$ cat src/rtl/svm_ovm_pkg.sv
// Shared types for the overmodulation dwell-time scaler.
package svm_ovm_pkg;
    // Correction chosen for a request.
    typedef enum logic [1:0] {
        OVM_PASS   = 2'd0,
        OVM_SNAP_X = 2'd1,
        OVM_SNAP_Y = 2'd2,
        OVM_SCALE  = 2'd3
    } ovm_case_e;
endpackage

$ cat src/rtl/svm_ovm_sel.sv
// Case selector: classifies the dwell-time pair and picks both division operand pairs.
// Assumes bit DW-1 of each time is zero, so the sum fits DW bits.
module svm_ovm_sel
    import svm_ovm_pkg::*;
#(
    parameter int DW   = 16,
    parameter int FRAC = 14
) (
    input  logic [DW-1:0] tx,
    input  logic [DW-1:0] ty,
    input  logic          ovm_en,
    output logic [DW-1:0] num_a,
    output logic [DW-1:0] den_a,
    output logic [DW-1:0] num_b,
    output logic [DW-1:0] den_b,
    output ovm_case_e     sel
);
    localparam logic [DW:0]   ONE_W = (DW+1)'(1) << FRAC;
    localparam logic [DW-1:0] ONE   = DW'(1) << FRAC;

    logic [DW:0] sum;

    // Sum of the two dwell times, one bit wider than the inputs.
    always_comb sum = {1'b0, tx} + {1'b0, ty};

    // Classify the pair; on a tie the first vector wins.
    always_comb begin
        if (sum <= ONE_W)
            sel = OVM_PASS;
        else if (!ovm_en)
            sel = OVM_SCALE;
        else if (tx >= ONE && tx >= ty)
            sel = OVM_SNAP_X;
        else if (ty >= ONE)
            sel = OVM_SNAP_Y;
        else
            sel = OVM_SCALE;
    end

    // Operand table; every case feeds two real divisions.
    always_comb begin
        unique case (sel)
            OVM_PASS: begin
                num_a = tx;  den_a = ONE;
                num_b = ty;  den_b = ONE;
            end
            OVM_SNAP_X: begin
                num_a = ONE; den_a = ONE;
                num_b = '0;  den_b = ty;
            end
            OVM_SNAP_Y: begin
                num_a = '0;  den_a = tx;
                num_b = ONE; den_b = ONE;
            end
            default: begin
                num_a = tx;  den_a = sum[DW-1:0];
                num_b = ty;  den_b = sum[DW-1:0];
            end
        endcase
    end
endmodule

$ cat src/rtl/svm_ovm_div.sv
// Restoring divider: one quotient bit per cycle, QW bits, MSB first.
// Quotient bit k weighs 2^(k-FRAC). Assumes num < 4*den; a zero divisor gives zero.
module svm_ovm_div #(
    parameter int DW = 16,
    parameter int QW = 16
) (
    input  logic          clk,
    input  logic          rst_n,
    input  logic          ld,
    input  logic [DW-1:0] num,
    input  logic [DW-1:0] den,
    output logic [QW-1:0] quo
);
    localparam int RW = DW + 2;
    localparam int CW = $clog2(QW + 1);

    logic [RW-1:0] rem;
    logic [DW-1:0] dvs;
    logic [CW-1:0] left;
    logic [RW-1:0] dvs2;
    logic          qbit;
    logic [RW-1:0] rem_nx;

    // Trial subtraction of twice the divisor against the running remainder.
    always_comb begin
        dvs2   = {1'b0, dvs, 1'b0};
        qbit   = (dvs != '0) && (rem >= dvs2);
        rem_nx = qbit ? (rem - dvs2) : rem;
    end

    // Load operands, then step once per cycle until all bits are produced.
    always_ff @(posedge clk) begin
        if (!rst_n) begin
            rem  <= '0;
            dvs  <= '0;
            left <= '0;
            quo  <= '0;
        end else if (ld) begin
            rem  <= RW'(num);
            dvs  <= den;
            left <= CW'(QW);
            quo  <= '0;
        end else if (left != '0) begin
            rem  <= {rem_nx[RW-2:0], 1'b0};
            quo  <= {quo[QW-2:0], qbit};
            left <= left - 1'b1;
        end
    end
endmodule

$ cat src/rtl/svm_ovm_ctrl.sv
// Sequencer: accepts one request, runs division A then division B, then finishes.
// Fixed schedule of 2*QW+2 edges from acceptance to done.
module svm_ovm_ctrl #(
    parameter int QW = 16
) (
    input  logic clk,
    input  logic rst_n,
    input  logic start,
    output logic busy,
    output logic ld_a,
    output logic ld_b,
    output logic fin
);
    localparam int LAST = 2 * QW + 1;
    localparam int CW   = $clog2(LAST + 1);

    logic [CW-1:0] cnt;

    // Phase strobes decoded from the step counter.
    always_comb begin
        ld_a = start && !busy;
        ld_b = busy && (cnt == CW'(QW));
        fin  = busy && (cnt == CW'(LAST));
    end

    // Busy flag and step counter.
    always_ff @(posedge clk) begin
        if (!rst_n) begin
            busy <= 1'b0;
            cnt  <= '0;
        end else if (ld_a) begin
            busy <= 1'b1;
            cnt  <= '0;
        end else if (fin) begin
            busy <= 1'b0;
            cnt  <= '0;
        end else if (busy) begin
            cnt  <= cnt + 1'b1;
        end
    end
endmodule

$ cat src/rtl/svm_ovm_scaler.sv
// Top: overmodulation dwell-time scaler with constant latency.
// Inputs are Q14 with one period = 1<<FRAC; bit DW-1 of each input must be zero.
module svm_ovm_scaler
    import svm_ovm_pkg::*;
#(
    parameter int DW   = 16,
    parameter int FRAC = 14,
    parameter int TW   = 3
) (
    input  logic          clk,
    input  logic          rst_n,
    input  logic          start,
    input  logic          ovm_en,
    input  logic [DW-1:0] tx_in,
    input  logic [DW-1:0] ty_in,
    input  logic [TW-1:0] tag_in,
    output logic          busy,
    output logic          done,
    output logic [DW-1:0] tx_out,
    output logic [DW-1:0] ty_out,
    output logic [TW-1:0] tag_out
);
    localparam int QW = DW;

    logic [DW-1:0] num_a, den_a, num_b, den_b;
    logic [DW-1:0] nb_q, db_q, qa_q;
    logic [DW-1:0] div_num, div_den;
    logic [QW-1:0] quo;
    logic [TW-1:0] tag_q;
    logic          ld_a, ld_b, fin;
    ovm_case_e     sel;

    svm_ovm_sel #(.DW(DW), .FRAC(FRAC)) u_sel (
        .tx(tx_in), .ty(ty_in), .ovm_en(ovm_en),
        .num_a(num_a), .den_a(den_a), .num_b(num_b), .den_b(den_b),
        .sel(sel)
    );

    svm_ovm_ctrl #(.QW(QW)) u_ctrl (
        .clk(clk), .rst_n(rst_n), .start(start),
        .busy(busy), .ld_a(ld_a), .ld_b(ld_b), .fin(fin)
    );

    // Divider operands: live pair A at acceptance, stored pair B later.
    always_comb begin
        div_num = ld_a ? num_a : nb_q;
        div_den = ld_a ? den_a : db_q;
    end

    svm_ovm_div #(.DW(DW), .QW(QW)) u_div (
        .clk(clk), .rst_n(rst_n), .ld(ld_a || ld_b),
        .num(div_num), .den(div_den), .quo(quo)
    );

    // Request capture, first-quotient capture and result registers.
    always_ff @(posedge clk) begin
        if (!rst_n) begin
            nb_q    <= '0;
            db_q    <= '0;
            tag_q   <= '0;
            qa_q    <= '0;
            tx_out  <= '0;
            ty_out  <= '0;
            tag_out <= '0;
            done    <= 1'b0;
        end else begin
            done <= fin;
            if (ld_a) begin
                nb_q  <= num_b;
                db_q  <= den_b;
                tag_q <= tag_in;
            end
            if (ld_b)
                qa_q <= quo[DW-1:0];
            if (fin) begin
                tx_out  <= qa_q;
                ty_out  <= quo[DW-1:0];
                tag_out <= tag_q;
            end
        end
    end
endmodule

$ cat config.mk
export PLATFORM = sky130hd
export DESIGN_NAME = svm_ovm_scaler
export DESIGN_NICKNAME = d
export VERILOG_FILES = /design/src/rtl/svm_ovm_pkg.sv /design/src/rtl/svm_ovm_sel.sv /design/src/rtl/svm_ovm_div.sv /design/src/rtl/svm_ovm_ctrl.sv /design/src/rtl/svm_ovm_scaler.sv
export SDC_FILE = /design/constraint.sdc
export NUM_CORES = 1
export LEC_CHECK = 0
export BUFFER_PORTS_ARGS = -buffer_cell sky130_fd_sc_hd__buf_2
export CAP_MARGIN = 10
export CORE_MARGIN = 2
export CORE_UTILIZATION = 54
export DETAILED_ROUTE_END_ITERATION = 8
export PLACE_DENSITY = 0.8
export SLEW_MARGIN = 20
export SYNTH_ARGS = -nofsm -noshare
export SYNTH_HDL_FRONTEND = slang
export SYNTH_SLANG_ARGS = --single-unit
$ cat constraint.sdc
create_clock -name clk -period 4.25 [get_ports clk]
set_clock_uncertainty 0.15 [all_clocks]
set_input_delay 0.6375 -clock clk [delete_from_list [all_inputs] [get_ports clk]]
set_output_delay 0.6375 -clock clk [all_outputs]
set_load 0.01 [all_outputs]
# Word level (Yosys, flattened, before mapping)
# Cells that the tools add are included.
# word_totals
ff_bits	149
# op_classes
n_addsub	4
magnitude_cmp	5
eq_ne	4
muxes	17
bitwise_logic	1
reduce_logical	16
# ops
operator	count
16-bit one-hot mux with 2 select lines	4
16-bit 2-to-1 mux	4
16-bit by 15-bit >= comparator with 1-bit output, second input constant	2
18-bit by 17-bit >= comparator with 1-bit output	1
16-bit by 16-bit adder with 17-bit output	1
17-bit by 15-bit less-or-equal comparator with 1-bit output, second input constant	1
17-bit 2-to-1 mux	1
17-bit subtractor	1
16-bit >= comparator	1
16-bit nonzero test	1
5-bit 2-to-1 mux	2
6-bit by 1-bit adder with 6-bit output, second input constant	1
6-bit by 5-bit equality test with 1-bit output, second input constant	1
6-bit equality test, second input constant	1
2-bit 2-to-1 mux	3
2-bit OR reduction	3
1-bit logical AND	5
5-bit nonzero test	1
5-bit by 1-bit subtractor with 5-bit output, second input constant	1
2-bit nonzero test	2
1-bit 2-to-1 mux	3
3-bit OR reduction	1
2-bit by 1-bit equality test with 1-bit output, second input constant	1
2-bit equality test, second input constant	1
other kinds (4)	4

# Depth between registers and ports, before layout
# depth
ltp_word	9
ltp_mapped	18
ltp_nobuf	17

# Cells and area by module
# A second synthesis with hierarchy kept.
# unflattened
cells_unflattened	1168
hier_area_um2	9415.3
# modules_own_cells
mod	n_inst	cells_each	area_each_um2	seq_area_each_um2
svm_ovm_scaler	1	383	3662.3	1741.7
svm_ovm_div	1	412	3243.1	1101.1
svm_ovm_sel	1	333	2139.6	0.0
svm_ovm_ctrl	1	40	370.4	140.1

# Worst setup path before layout
# No wires, ideal clock.
# synth_path
path_type	input to register
from	input tx_in[0]
to	register u_div.rem[3]
arrival_time_ns	4.074
slack_ns	-0.033
stages	18
cell_sequence	ha_1 inv_1 fa_1 xor2_1 nor3_1 or3b_2 a211oi_1 nand4_1 o31ai_2 a31oi_1 inv_1 ha_1 clkbuf_1 inv_1 clkbuf_1 nand3_1 o221ai_1 o211a_1
# synth_between
elab_chain_cells	9
elab_cells_between_ends	13
cone_classes	add/sub (1); order compare (3); eq/ne (2); mux (6); reduce/logical (1)
# synth_rtl
item	line_no	rtl
from (decl)	svm_ovm_scaler.sv:14	input logic [DW-1:0] tx_in,
parallel branches: the longest is 4 deep, another holds 16-bit by 16-bit adder with 17-bit output	n/a	
2-bit 2-to-1 mux *	svm_ovm_sel.sv:28	if (sum <= ONE_W)
2-bit equality test or 2-bit by 1-bit equality test with 1-bit output (tied branches)	svm_ovm_sel.sv:42	unique case (sel)
16-bit one-hot mux with 2 select lines *	svm_ovm_sel.sv:42	
16-bit 2-to-1 mux *	svm_ovm_scaler.sv:46	div_num = ld_a ? num_a : nb_q;
16-bit 2-to-1 mux *	svm_ovm_div.sv:38	end else if (ld) begin
to (signal assigned)	svm_ovm_div.sv:39	rem <= RW'(num);
to (signal assigned)	svm_ovm_div.sv:44	rem <= {rem_nx[RW-2:0], 1'b0};
to (decl)	svm_ovm_div.sv:17	logic [RW-1:0] rem;
# Mark *: on every way between the ends.
# A chain may end at the register's enable or synchronous reset.

# Final worst setup path
# layout_path
from	input tx_in[0]
to	register u_div.rem[14]
# Same word-level chain as after synthesis.

==> run summary <==
endpoint of the worst hold path = tag_q[1]$_SDFFE_PN0P_
DR vias/cell = 5.90
maximum number of pins on one net before global-route repair = 101
worst-case reg-to-reg path depth = 11
synthesis-stage register bit count = 149
effective utilization at floorplan = 55.5%
count of endpoints failing hold in the final timing report = 0
combinational group share of total power = 40.0%
worst reg2reg path startpoint = u_div.dvs[12]$_SDFFE_PN0N_
number of placement rows = 45
unrepaired setup endpoints after global routing = no
Max IR drop VDD = 403 uV
First DRT Iteration DRCs = 934
Die Span X = 129 um
clock share of power = 29.2%
clock latency reported for the late side of the worst-skew pair = 0.43 ns
Synth Cell Area = 0.00847 mm2
clk buf depth = 2
type of element launching the critical path = input pin
post-detailed-placement half-perimeter wirelength = 16.0 mm
cells traversed along the worst timing path = buf_2, ha_1, inv_1, fa_1, o21bai_4, a2111oi_4, or4_1, a211o_1, nand4_1, o31ai_2, a31oi_1, inv_1, ha_1, buf_12, mux2i_1, nor2_1, a21oi_1, o32ai_1
Worst path slowest cell = fa_1
DR pass1 iterations = 5
CORE AREA = 0.0153 mm2
wire length of the first global-routing pass = 37.9 mm
number of buffers inserted during clock tree synthesis = 17
part of the cycle the worst path needs = 95.0%
combinational family with the most area after synthesis = compound AO/OA/AOI/OAI gates
largest fanout of any net on the critical path = 16
number of antenna violations at the first check in global routing = 0
Max Slew Vio Count = 0
Leakage = 0.00414 uW
nets in the synthesized netlist = 1192
leading cell types by total area after synthesis = dfxtp_1 (35%), a21oi_1 (9.2%), nand2_1 (8.8%)
global placement routability congestion = 0.962
number of cells in the design after placement = 1378
final global-route overflow total = 0
number of max-capacitance violations reported = 0
post-synthesis sequential area ratio = 35.2%
number of nets with antenna violations after detailed routing = 0
count of input and output buffers = 75
final worst path period need = 4.04 ns
Critical Path Sink Type = flip-flop
mux cell area share after synthesis = 2.88%
detailed-route wire length per cell = 16.4 um
vias in the first global route = 7614
fin area = 0.0100 mm2
worst reg2reg setup slack = 0.84 ns
post-CTS setup repair buffer count = 0
end of the worst register-to-register path = u_div.rem[14]$_SDFFE_PN0P_
share of the synthesized area in compound gates (AO/OA/AOI/OAI) = 24.2%
residual DRC count = 0
arrival time of data at the critical path endpoint = 4.14 ns
Fin Hold WS = 0.300 ns
GR Util All Layers = 28.3%
Slew @ Worst Pin = 1.07 ns
average instance area after synthesis = 7.75 um2
PwrDens = 535 mW/mm2
class of the tightest hold or removal check = input pin to flip-flop
post-CTS sizing = 0
xor and xnor fraction of the mapped netlist area = 2.07%
post-synthesis share of cell area spent on and, or, nand and nor gates = 21.3%
Internal Power = 3360 uW
Post-synth EDFFs = 0
instance area after placement = 0.00938 mm2
most area-hungry cell type in the Yosys netlist = dfxtp_1
number of nets in the final layout = 1285
net switching power figure = 1990 uW
Area Growth Syn to Fin = 18.1%
status = complete, no violations
non-filler cells in the finished layout = 1410
Main synth FF type = dfxtp_1
Hold Crit Start = tag_in[1]
number of distinct library cell variants in the gate-level netlist after synthesis = 72
Hold Buf Count CTS = 0
vertical extent of the die = 129 um
share of synthesized flip-flops with an asynchronous set or reset = 0%
number of H-tree levels = 4
Total Die Area = 0.0167 mm2
type of the worst setup path = input pin to flip-flop
fmax = 248 MHz
switching power share of the total = 37.2%
DRT Wirelength = 23.1 mm
count of cells along the worst hold path = 3
final core utilization = 65.5%
startpoint of the most critical setup path = tx_in[0]
part of the power in registers = 30.8%
Vias = 8314
fraction of layout instances using a drive strength above 1 = 16.7%
Inserted Diodes = 0
final setup violation count = 0
Clock Pin Slew Worst Setup and Hold Paths = 0.06 ns
clock tree from TritonCTS = yes
Mapped Cells = 1093
largest stage delay on the critical path = 0.44 ns
data required time at the worst endpoint = 4.35 ns
cell at the root of the clock tree = clkbuf_16
number of ports placed on the die boundary = 76
top-area cell type share of the netlist area = 35.2%
synth warn = 0
clock sink total = 149
post-synthesis adder-cell area fraction = 9.04%
headroom to the max-slew limit = 28.6%
## worst max path at each step
| stage | to | slack [ns] | depth (start not counted) |
|---|---|---|---|
| after global routing | u_div.rem[14]$_SDFFE_PN0P_ | 0.002 | 18 |
| final | u_div.rem[14]$_SDFFE_PN0P_ | 0.21 | 18 |
| after global placement | u_div.dvs[13]$_SDFFE_PN0N_ | -0.14 | 17 |
| after floorplan | u_div.dvs[15]$_SDFFE_PN0N_ | 0.02 | 16 |
| after CTS | u_div.dvs[14]$_SDFFE_PN0N_ | 0.17 | 17 |
| after detailed placement | u_div.dvs[14]$_SDFFE_PN0N_ | -0.23 | 17 |
## cell type report
class	instances	area [um2]
Tap cell	211	264
Clock inverter	12	168
Timing Repair Buffer	137	866
Fill cell	1283	5260
Sequential cell	149	2980
Multi-Input combinational cell	826	5060
Clock buffer	20	447
Inverter	55	206
## state kept, by name, summed over array words and instances, names as in the netlist
signal and count:
nb_q 16, u_div.quo 16, u_ctrl.busy 1, u_div.rem 18, tx_out 16, ty_out 16
tag_q 3, db_q 16, done 1, qa_q 16, u_div.left 5, u_ctrl.cnt 6
tag_out 3, u_div.dvs 16
## layout by cell type, fill, tap and decap left out, drive strengths merged, types with 4 or more instances in the layout
master,n
o211ai,7
mux2i,21
nor3,38
xor2,7
a21o,10
nor2,78
o31a,4
xnor2,13
a211oi,20
a31oi,14
clkinv,4
a221oi,14
nand4,8
nor3b,4
nor4,8
dfxtp,149
inv,60
clkbuf,20
ha,58
nand2,198
o21ai,46
a21oi,156
or3,6
o22ai,8
buf,137
nor2b,10
and3,4
o211a,6
nand3,13
o21a,7
a311oi,6
or2,7
nand2b,11
a2111oi,4
## kinds of logic (layout without fill, tap and decap cells)
family | count (synthesis) | count (layout)
adder cells (fa/ha/maj) | 60 | 60
flip-flops | 149 | 149
AND/OR/NAND/NOR | 399 | 399
buffers and inverters | 118 | 224
multiplexers | 24 | 24
AO/OA/AOI/OAI | 323 | 323
XOR/XNOR | 20 | 20
## stage by stage
step,power [uW],setup TNS (ns),setup slack (ns)
floorplan,3200,0,0.0212
global placement,3700,-2.39,-0.135
detailed placement,3750,-6.46,-0.231
CTS,5320,0,0.169
global route,5660,0,0.00228
finish,5350,0,0.211
## worst max-delay path: cells and delay by family
kind | cells | cell delay, ns
multiplexers | 1 | 0.19
AND/OR/NAND/NOR | 3 | 0.63
adder cells (fa/ha/maj) | 3 | 0.98
AO/OA/AOI/OAI | 7 | 1.28
buffers and inverters | 4 | 0.43
## cells in the mapped netlist, types with 4 or more instances
library cell,n
nand2_1,198
a21oi_1,156
dfxtp_1,149
nor2_1,78
ha_1,58
inv_1,55
clkbuf_1,50
o21ai_0,40
nor3_1,36
mux2i_1,21
a211oi_1,17
a221oi_1,14
a31oi_1,14
nand3_1,13
xnor2_1,13
nand2b_1,11
a21o_1,10
buf_2,9
nor2b_1,9
nand4_1,8
nor4_1,8
o22ai_1,8
o21a_1,7
xor2_1,7
a311oi_1,6
o211a_1,6
o211ai_1,6
o21ai_1,5
buf_1,4
nor3b_1,4
o31a_1,4
or2_1,4
or3_1,4
## metal layers
metal	GRT usage (%)	wire length (um)	vias up
met5	0	0	-
met4	7.74	433	0
met3	4.75	1790	39
met2	43.7	10300	368
met1	41.0	10500	3863
li1	-	-	4044
## power groups by stage
stage / registers, uW / clock network (uW) / logic (uW)
2_1_floorplan: 1630 / 0 / 1570
3_3_place_gp: 1670 / 0 / 2030
3_5_place_dp: 1670 / 0 / 2080
4_1_cts: 1640 / 1570 / 2110
5_1_grt: 1660 / 1640 / 2360
6_report: 1650 / 1560 / 2140
No activity file was read; power rests on OpenSTA's default activity.
